[config.mk]
export PLATFORM = sky130hd
export DESIGN_NAME = modulo_agen
export DESIGN_NICKNAME = d
export VERILOG_FILES = /design/src/rtl/agen_pkg.sv /design/src/rtl/agen_ctrl.sv /design/src/rtl/agen_modadd.sv /design/src/rtl/agen_datapath.sv /design/src/rtl/modulo_agen.sv
export SDC_FILE = /design/constraint.sdc
export NUM_CORES = 1
export LEC_CHECK = 0
export BUFFER_PORTS_ARGS = -buffer_cell sky130_fd_sc_hd__buf_2
export CORE_MARGIN = 2
export CORE_UTILIZATION = 25
export CTS_CLUSTER_SIZE = 28
export DETAILED_ROUTE_END_ITERATION = 16
export PLACE_DENSITY = 0.48
export SLEW_MARGIN = 10
export SYNTH_ARGS = -nofsm -noshare
export SYNTH_HDL_FRONTEND = slang
export SYNTH_HIERARCHICAL = 1
export SYNTH_SLANG_ARGS = --single-unit
[constraint.sdc]
create_clock -name clk -period 11.8 [get_ports clk]
set_input_delay 2.36 -clock clk [delete_from_list [all_inputs] [get_ports clk]]
set_output_delay 2.36 -clock clk [all_outputs]
set_load 0.02 [all_outputs]
[src/rtl/agen_pkg.sv]
package agen_pkg;
  localparam int AGEN_AW   = 14;
  localparam int AGEN_REGS = 4;
  localparam int AGEN_SELW = $clog2(AGEN_REGS);

  typedef enum logic [1:0] {
    WK_PTR  = 2'd0,
    WK_MOD  = 2'd1,
    WK_LEN  = 2'd2,
    WK_NONE = 2'd3
  } wrKind_e;

  // strobes from control to datapath
  typedef struct packed {
    logic                 ptrWr;
    logic                 modWr;
    logic                 lenWr;
    logic [AGEN_SELW-1:0] wrIdx;
    logic                 issue;
    logic                 step;
    logic [AGEN_SELW-1:0] stepIdx;
    logic [AGEN_SELW-1:0] modIdx;
  } agenStrobe_t;
endpackage

[src/rtl/agen_ctrl.sv]
module agen_ctrl
  import agen_pkg::*;
#(
  parameter int SELW = AGEN_SELW
) (
  input  logic            wrEn,
  input  logic [1:0]      wrKind,
  input  logic [SELW-1:0] wrIdx,
  input  logic            accEn,
  input  logic [SELW-1:0] accPtr,
  input  logic [SELW-1:0] accMod,
  output agenStrobe_t     strb
);
  logic ptrLoad;
  logic collide;

  assign ptrLoad = wrEn && (wrKind == WK_PTR);
  // a load of the pointer being stepped overrides the step
  assign collide = ptrLoad && (wrIdx == accPtr);

  always_comb begin
    strb         = '0;
    strb.ptrWr   = ptrLoad;
    strb.modWr   = wrEn && (wrKind == WK_MOD);
    strb.lenWr   = wrEn && (wrKind == WK_LEN);
    strb.wrIdx   = wrIdx;
    strb.issue   = accEn;
    strb.step    = accEn && !collide;
    strb.stepIdx = accPtr;
    strb.modIdx  = accMod;
  end
endmodule

[src/rtl/agen_modadd.sv]
module agen_modadd #(
  parameter int AW = 14
) (
  input  logic [AW-1:0] ptr,
  input  logic [AW-1:0] base,
  input  logic [AW-1:0] stepVal,
  input  logic [AW-1:0] len,
  output logic [AW-1:0] nxt
);
  localparam int EW = AW + 2;

  logic [AW-1:0]        offset;
  logic signed [EW-1:0] offS;
  logic signed [EW-1:0] stepS;
  logic signed [EW-1:0] lenS;
  logic signed [EW-1:0] sum;
  logic signed [EW-1:0] folded;

  assign offset = ptr - base;
  assign offS   = signed'({2'b00, offset});
  assign stepS  = signed'({{2{stepVal[AW-1]}}, stepVal});
  assign lenS   = signed'({2'b00, len});
  assign sum    = offS + stepS;

  always_comb begin
    folded = sum;
    if (sum >= lenS)
      folded = sum - lenS;
    else if (sum < 0)
      folded = sum + lenS;
  end

  always_comb begin
    if (len == '0)
      nxt = ptr + stepVal;
    else
      nxt = base + folded[AW-1:0];
  end
endmodule

[src/rtl/agen_datapath.sv]
module agen_datapath
  import agen_pkg::*;
#(
  parameter int AW   = AGEN_AW,
  parameter int NREG = AGEN_REGS,
  parameter int SELW = AGEN_SELW
) (
  input  logic          clk,
  input  logic          rstN,
  input  agenStrobe_t   strb,
  input  logic [AW-1:0] wrData,
  output logic [AW-1:0] addrOut,
  output logic          addrValid
);
  logic [AW-1:0] ptrR  [NREG];
  logic [AW-1:0] baseR [NREG];
  logic [AW-1:0] modR  [NREG];
  logic [AW-1:0] lenR  [NREG];

  logic [AW-1:0] selPtr;
  logic [AW-1:0] selBase;
  logic [AW-1:0] selLen;
  logic [AW-1:0] selMod;
  logic [AW-1:0] nxtPtr;

  assign selPtr  = ptrR[strb.stepIdx];
  assign selBase = baseR[strb.stepIdx];
  assign selLen  = lenR[strb.stepIdx];
  assign selMod  = modR[strb.modIdx];

  agen_modadd #(.AW(AW)) modadd_i (
    .ptr     (selPtr),
    .base    (selBase),
    .stepVal (selMod),
    .len     (selLen),
    .nxt     (nxtPtr)
  );

  for (genvar i = 0; i < NREG; i++) begin : g_reg
    logic hitWr;
    logic hitStep;
    assign hitWr   = (strb.wrIdx == SELW'(i));
    assign hitStep = strb.step && (strb.stepIdx == SELW'(i));

    always_ff @(posedge clk) begin
      if (!rstN) begin
        ptrR[i]  <= '0;
        baseR[i] <= '0;
      end else if (strb.ptrWr && hitWr) begin
        ptrR[i]  <= wrData;
        baseR[i] <= wrData;
      end else if (hitStep) begin
        ptrR[i]  <= nxtPtr;
      end
    end

    always_ff @(posedge clk) begin
      if (!rstN) begin
        modR[i] <= '0;
        lenR[i] <= '0;
      end else begin
        if (strb.modWr && hitWr) modR[i] <= wrData;
        if (strb.lenWr && hitWr) lenR[i] <= wrData;
      end
    end
  end

  always_ff @(posedge clk) begin
    if (!rstN) begin
      addrOut   <= '0;
      addrValid <= 1'b0;
    end else begin
      addrValid <= strb.issue;
      if (strb.issue) addrOut <= selPtr;
    end
  end
endmodule

[src/rtl/modulo_agen.sv]
module modulo_agen
  import agen_pkg::*;
#(
  parameter int AW   = AGEN_AW,
  parameter int NREG = AGEN_REGS,
  parameter int SELW = AGEN_SELW
) (
  input  logic            clk,
  input  logic            rstN,
  input  logic            wrEn,
  input  logic [1:0]      wrKind,
  input  logic [SELW-1:0] wrIdx,
  input  logic [AW-1:0]   wrData,
  input  logic            accEn,
  input  logic [SELW-1:0] accPtr,
  input  logic [SELW-1:0] accMod,
  output logic [AW-1:0]   addrOut,
  output logic            addrValid
);
  agenStrobe_t strb;

  agen_ctrl #(.SELW(SELW)) ctrl_i (
    .wrEn   (wrEn),
    .wrKind (wrKind),
    .wrIdx  (wrIdx),
    .accEn  (accEn),
    .accPtr (accPtr),
    .accMod (accMod),
    .strb   (strb)
  );

  agen_datapath #(.AW(AW), .NREG(NREG), .SELW(SELW)) dp_i (
    .clk       (clk),
    .rstN      (rstN),
    .strb      (strb),
    .wrData    (wrData),
    .addrOut   (addrOut),
    .addrValid (addrValid)
  );
endmodule

======== After elaboration in Yosys (flattened, before gate mapping) ========
Memory sizes are Yosys's and may differ from the RTL's.
Index checks and enable logic that the tools add are counted.
cells by class
  add/sub/neg operators ................... 6
  order comparisons ....................... 2
  equal/unequal tests ..................... 9
  mux-type cells .......................... 76
  bitwise operators ....................... 20
  reductions and logical operators ........ 26
operator list
  cell                                                                   number
  14-bit two-way mux                                                     23
  1-bit two-way mux                                                      53
  14-bit adder                                                           3
  14-bit subtractor                                                      2
  1-bit logical AND                                                      21
  1-bit OR                                                               20
  15-bit by 14-bit adder with 16-bit output                              1
  16-bit by 15-bit greater-or-equal comparator with 1-bit output         1
  16-bit by 1-bit < comparator with 1-bit output, second input constant  1
  14-bit logical NOT                                                     1
  2-bit equality test, second input constant                             5
  2-bit by 1-bit equality test with 1-bit output, second input constant  3
  2-bit logical NOT                                                      3
  2-bit equality test                                                    1
  1-bit logical NOT                                                      1
storage, ports and cells
  bits in registers ....................... 15
  memory bits (writable) .................. 224
  bits of input ports ..................... 26
  output and inout port bits .............. 15
  memories kept ........................... 4
memories
  memory      depth  width  rd ports  clocked after memory_dff  write ports  line                 source
  dp_i.baseR  4      14     1         0                         4            agen_datapath.sv:16  logic [AW-1:0] baseR [NREG];
  dp_i.lenR   4      14     1         0                         4            agen_datapath.sv:18  logic [AW-1:0] lenR [NREG];
  dp_i.modR   4      14     1         0                         4            agen_datapath.sv:17  logic [AW-1:0] modR [NREG];
  dp_i.ptrR   4      14     1         0                         4            agen_datapath.sv:15  logic [AW-1:0] ptrR [NREG];

======== Logic depth before layout (Yosys ltp) ========
  word-level depth ........................ 11
  mapped depth ............................ 49
  gate-level depth less buffers ........... 44

======== By module ========
Netlist, hierarchy kept.
modules (own cells, without submodules)
  module         times used  cells each  area each (um2)  seq. area each (um2)
  agen_datapath  1           713         11056.9          7026.7
  agen_modadd    1           568         4003.8           0.0
  agen_ctrl      1           15          120.1            0.0

======== Worst setup path before layout ========
OpenSTA, ideal clock, no wires.
  kind .................................... in2reg
  start point ............................. in accPtr[0]
  end point ............................... mem dp_i.ptrR[3][13] (data pin)
  library setup time ...................... 0.176 ns
  arrival ................................. 10.584 ns
  required time ........................... 11.624 ns
  setup slack ............................. 1.040 ns
  stages on the path ...................... 46
  path buffers ............................ 5
  cell sequence ........................... buf_4 > buf_6 > buf_4 > mux4_2 > ha_1 > fa_1 > nor2b_1 > o21ai_0 > a21boi_0 > o21ai_0 > a21boi_0 > o21ai_0 > a21boi_0 > o21ai_0 > nor2b_1 > xnor2_1 > ha_1 > a21oi_1 > (+10 left out) > clkbuf_1 > clkbuf_1 > nand2_1 > o22ai_1 > a21oi_1 > ha_1 > o21ai_0 > o21a_1 > o21ai_0 > a211o_1 > and3_1 > o21ai_0 > nor2b_1 > xor2_1 > a2111o_1 > nand3_1 > inv_1 > o32ai_1
RTL lines
  element      line                 source
  from (decl)  modulo_agen.sv:15    input logic [SELW-1:0] accPtr,
  to (decl)    agen_datapath.sv:15

==> flow_summary.json <==
{
  "status": "finished clean",
  "finalSetupViolCount": 0,
  "floorplan.initialDensity_pct": 25.2,
  "worstHoldEndpoint": "dp_i/addrOut[11]",
  "die_w_um": 250,
  "start_kind": "input port",
  "floorplan.die.height_um": 250,
  "ys.warnings.count": 6,
  "place_hpwl_mm": 31.4,
  "ys_async_sr_fraction_pct": 0,
  "cp_data_arrival_time_ns": 11.32,
  "average_wire_per_cell_in_the_routed_design_um": 21.2,
  "cts_buffers": 27,
  "core_area_mm2": 0.0602,
  "post_synth_instance_area_mm2": 0.0152,
  "report.final.hold_viol_count": 0,
  "max_freq_mhz": 91.0,
  "slew-limit-headroom_pct": 23.1,
  "cts.clk_slew.worst_paths_ns": 0.06,
  "groute.usage.overall_pct": 14.0,
  "synth.ff_latch_count": 239,
  "synthDistinctLibCells": 85,
  "uppermost_routed_layer": "met4",
  "synth_enable_flop_cells": 224,
  "antennaDiodeCount": 0,
  "max_slew.worst_pin.slew_ns": 1.15,
  "vias": 10400,
  "cap_viol_max_count": 0,
  "placementRows": 90,
  "ys.flop_type": "sky130_fd_sc_hd__edfxtp_1",
  "critical_path.slowest_cell": "sky130_fd_sc_hd__mux4_2",
  "cp_data_required_time_ns": 12.13,
  "clockBufferDepth": 3,
  "tritoncts": "done",
  "wl_met3_mm": 2.03,
  "drt-vias-per-instance": 4.97,
  "worstSetupPathType": "in -> reg",
  "reg2reg_depth": 42,
  "gp_congestion": 0.835,
  "remaining_routing_drc_violations": 0,
  "most_frequent_cell_on_the_critical_path": "sky130_fd_sc_hd__o21ai_0",
  "setup_total_negative_slack_ns": 0,
  "final_cell_mix": "sky130_fd_sc_hd__edfxtp_1, sky130_fd_sc_hd__and2_1, sky130_fd_sc_hd__nor2_1",
  "cts-htree-levels": 1,
  "portBuffers": 40,
  "min_delay_path_depth": 2,
  "area.growth.synth_to_final_pct": 10.1,
  "syn_nets": 1410,
  "hold_path.class": "reg -> reg",
  "reg2reg_setup_slack_ns": 2.53,
  "drtPass1Iterations": 5,
  "grt_first_pass_wirelength_mm": 66.7,
  "clkSinkCount": 239,
  "post_cts_setup_repair_bufs": 0,
  "fill_cell_total_of_the_finished_layout": 6159,
  "final_layout_size_suffix_gt1_share_pct": 13.2,
  "crit-reg2reg-launch": "dp_i/baseR[3][0]",
  "dr.first_iter.drc_count": 764,
  "first_global_vias": 10300,
  "number_of_antenna_violations_at_the_first_check_in_global_routing": 0,
  "setup_repair_after_global_routing_missed_its_margin": "false",
  "critical_path.reg2reg.endpoint": "dp_i/ptrR[3][12]",
  "worst_path_largest_cell_delay_ns": 0.58,
  "final_period_minus_worst_setup_slack_ns": 10.99,
  "postRouteWirelength_mm": 44.4,
  "dr_wl_met2_mm": 21.7,
  "postSynthCellCount": 1296,
  "worst-path-max-fanout": 10,
  "final_common_cell": "sky130_fd_sc_hd__edfxtp_1",
  "floorplan.die_area_mm2": 0.0627,
  "grt_max_degree": 50,
  "slew_violations": 0,
  "routedLengthMet1_mm": 19.8,
  "worstHoldStart": "dp_i/addrOut[11]",
  "io-pin-count": 41,
  "layout_worst_path_cycle_share_pct": 93.1,
  "ant_nets": 0,
  "clock-skew-final_ns": 0.0164,
  "worst_setup_path_end_kind": "register",
  "synthesized_area_divided_by_synthesized_cell_count_um2": 11.7,
  "synth.yosys.seq_area_share_pct": 46.3,
  "ctsRootBufferMaster": "sky130_fd_sc_hd__clkbuf_16",
  "worst_skew_pair.late_latency_ns": 0.55,
  "grt_ovf": 0,
  "final_net_count": 1411
}
-- flip-flops by register name, summed over array words and instances, names as in the netlist --
signal and cells:
dp_i/baseR 56, dp_i/lenR 56, dp_i/modR 56, dp_i/ptrR 56, dp_i/addrOut 14, dp_i/addrValid 1
-- critical path, delay by kind of cell --
kind                       cells  cell delay, ns
xor gates and xnor gates       3            0.40
AOI/OAI and AO/OA             22            4.27
muxes                          2            0.72
adders and majority gates      6            2.09
buffers and inverters          3            0.39
and+or+nand+nor                7            1.07
-- repair_timing --
action,CTS,global route
hold buffers,0,0
resized for setup,0,5
setup endpoints to repair,0,13
-- per-stage QoR --
step	setup WS (ns)	utilization [%]	cell area, µm²	instances	hold slack (ns)
after detailed placement	0.190	26.4	15900	2050	0.476
after global routing	0.00771	27.7	16700	2096	0.538
after CTS	0.729	27.7	16700	2096	0.499
final	0.811	27.7	16700	2096	0.500
after global placement	0.370	26.4	15900	2050	0.478
after floorplan	1.04	-	15200	1296	0.527
-- how the worst max path moves through the flow --
| stage | startpoint | to |
|---|---|---|
| CTS | accPtr[1] | dp_i/ptrR[0][13] |
| global route | accPtr[0] | dp_i/ptrR[3][12] |
| detailed placement | accPtr[1] | dp_i/ptrR[3][12] |
| floorplan | accPtr[0] | dp_i/ptrR[3][13] |
| global placement | accPtr[1] | dp_i/ptrR[3][12] |
| finish | accPtr[0] | dp_i/ptrR[3][12] |
-- cell type report --
class | count | area (µm²) | share of cell area (%)
sequential | 239 | 7030 | 42.0
clock buffer | 32 | 694 | 4.15
multi-input combinational | 885 | 7270 | 43.5
clock inverter | 14 | 96.3 | 0.576
tap | 782 | 978 | 5.85
timing repair buffer | 53 | 310 | 1.86
inverter | 91 | 342 | 2.04
-- kinds of logic (layout without fill, tap and decap cells) --
group / after synthesis / count (layout) / synth area share [%]
compound gates: 259 / 259 / 12.7
simple gates: 408 / 408 / 15.7
xor+xnor: 40 / 40 / 2.36
mux: 90 / 90 / 9.40
fa+ha+maj: 88 / 88 / 7.55
flops: 239 / 239 / 46.3
buf+inv: 172 / 190 / 6.05
-- synth_stat cells (all sizes together) (4+ instances only) --
cell type | count | area share (%)
a211oi | 8 | 0.43
a21boi | 8 | 0.40
a21o | 6 | 0.30
a21oi | 41 | 1.4
a221o | 7 | 0.47
a22o | 7 | 0.43
a31oi | 4 | 0.16
and2 | 117 | 4.8
and3 | 8 | 0.34
and3b | 4 | 0.25
and4 | 4 | 0.25
and4b | 4 | 0.30
buf | 62 | 3.3
clkbuf | 19 | 0.50
dfxtp | 15 | 2.0
edfxtp | 224 | 44
fa | 6 | 0.79
ha | 82 | 6.8
inv | 91 | 2.3
mux2i | 48 | 3.2
mux4 | 42 | 6.2
nand2 | 45 | 1.1
nand2b | 11 | 0.50
nand3 | 14 | 0.46
nand3b | 26 | 1.3
nand4 | 7 | 0.43
nand4b | 4 | 0.63
nor2 | 111 | 2.7
nor2b | 12 | 0.49
nor3 | 13 | 0.46
nor4 | 5 | 0.21
o211ai | 4 | 0.23
o21a | 13 | 0.64
o21ai | 44 | 1.5
o21bai | 4 | 0.20
o221ai | 20 | 1.2
o22ai | 6 | 0.25
o31ai | 6 | 0.39
o32ai | 56 | 3.3
o41ai | 6 | 0.35
or3 | 9 | 0.40
xnor2 | 24 | 1.4
xor2 | 16 | 0.92
-- metal layers --
metal / up-vias / GRT usage (%)
li1: 4890 / -
met1: 5230 / 18.7
met2: 260 / 24.1
met3: 46 / 1.67
met4: 0 / 3.25
met5: - / 0
Power is left out: the tool's default activity adds up to more than one toggle a clock period on the data nets, which glitch-free logic cannot reach.
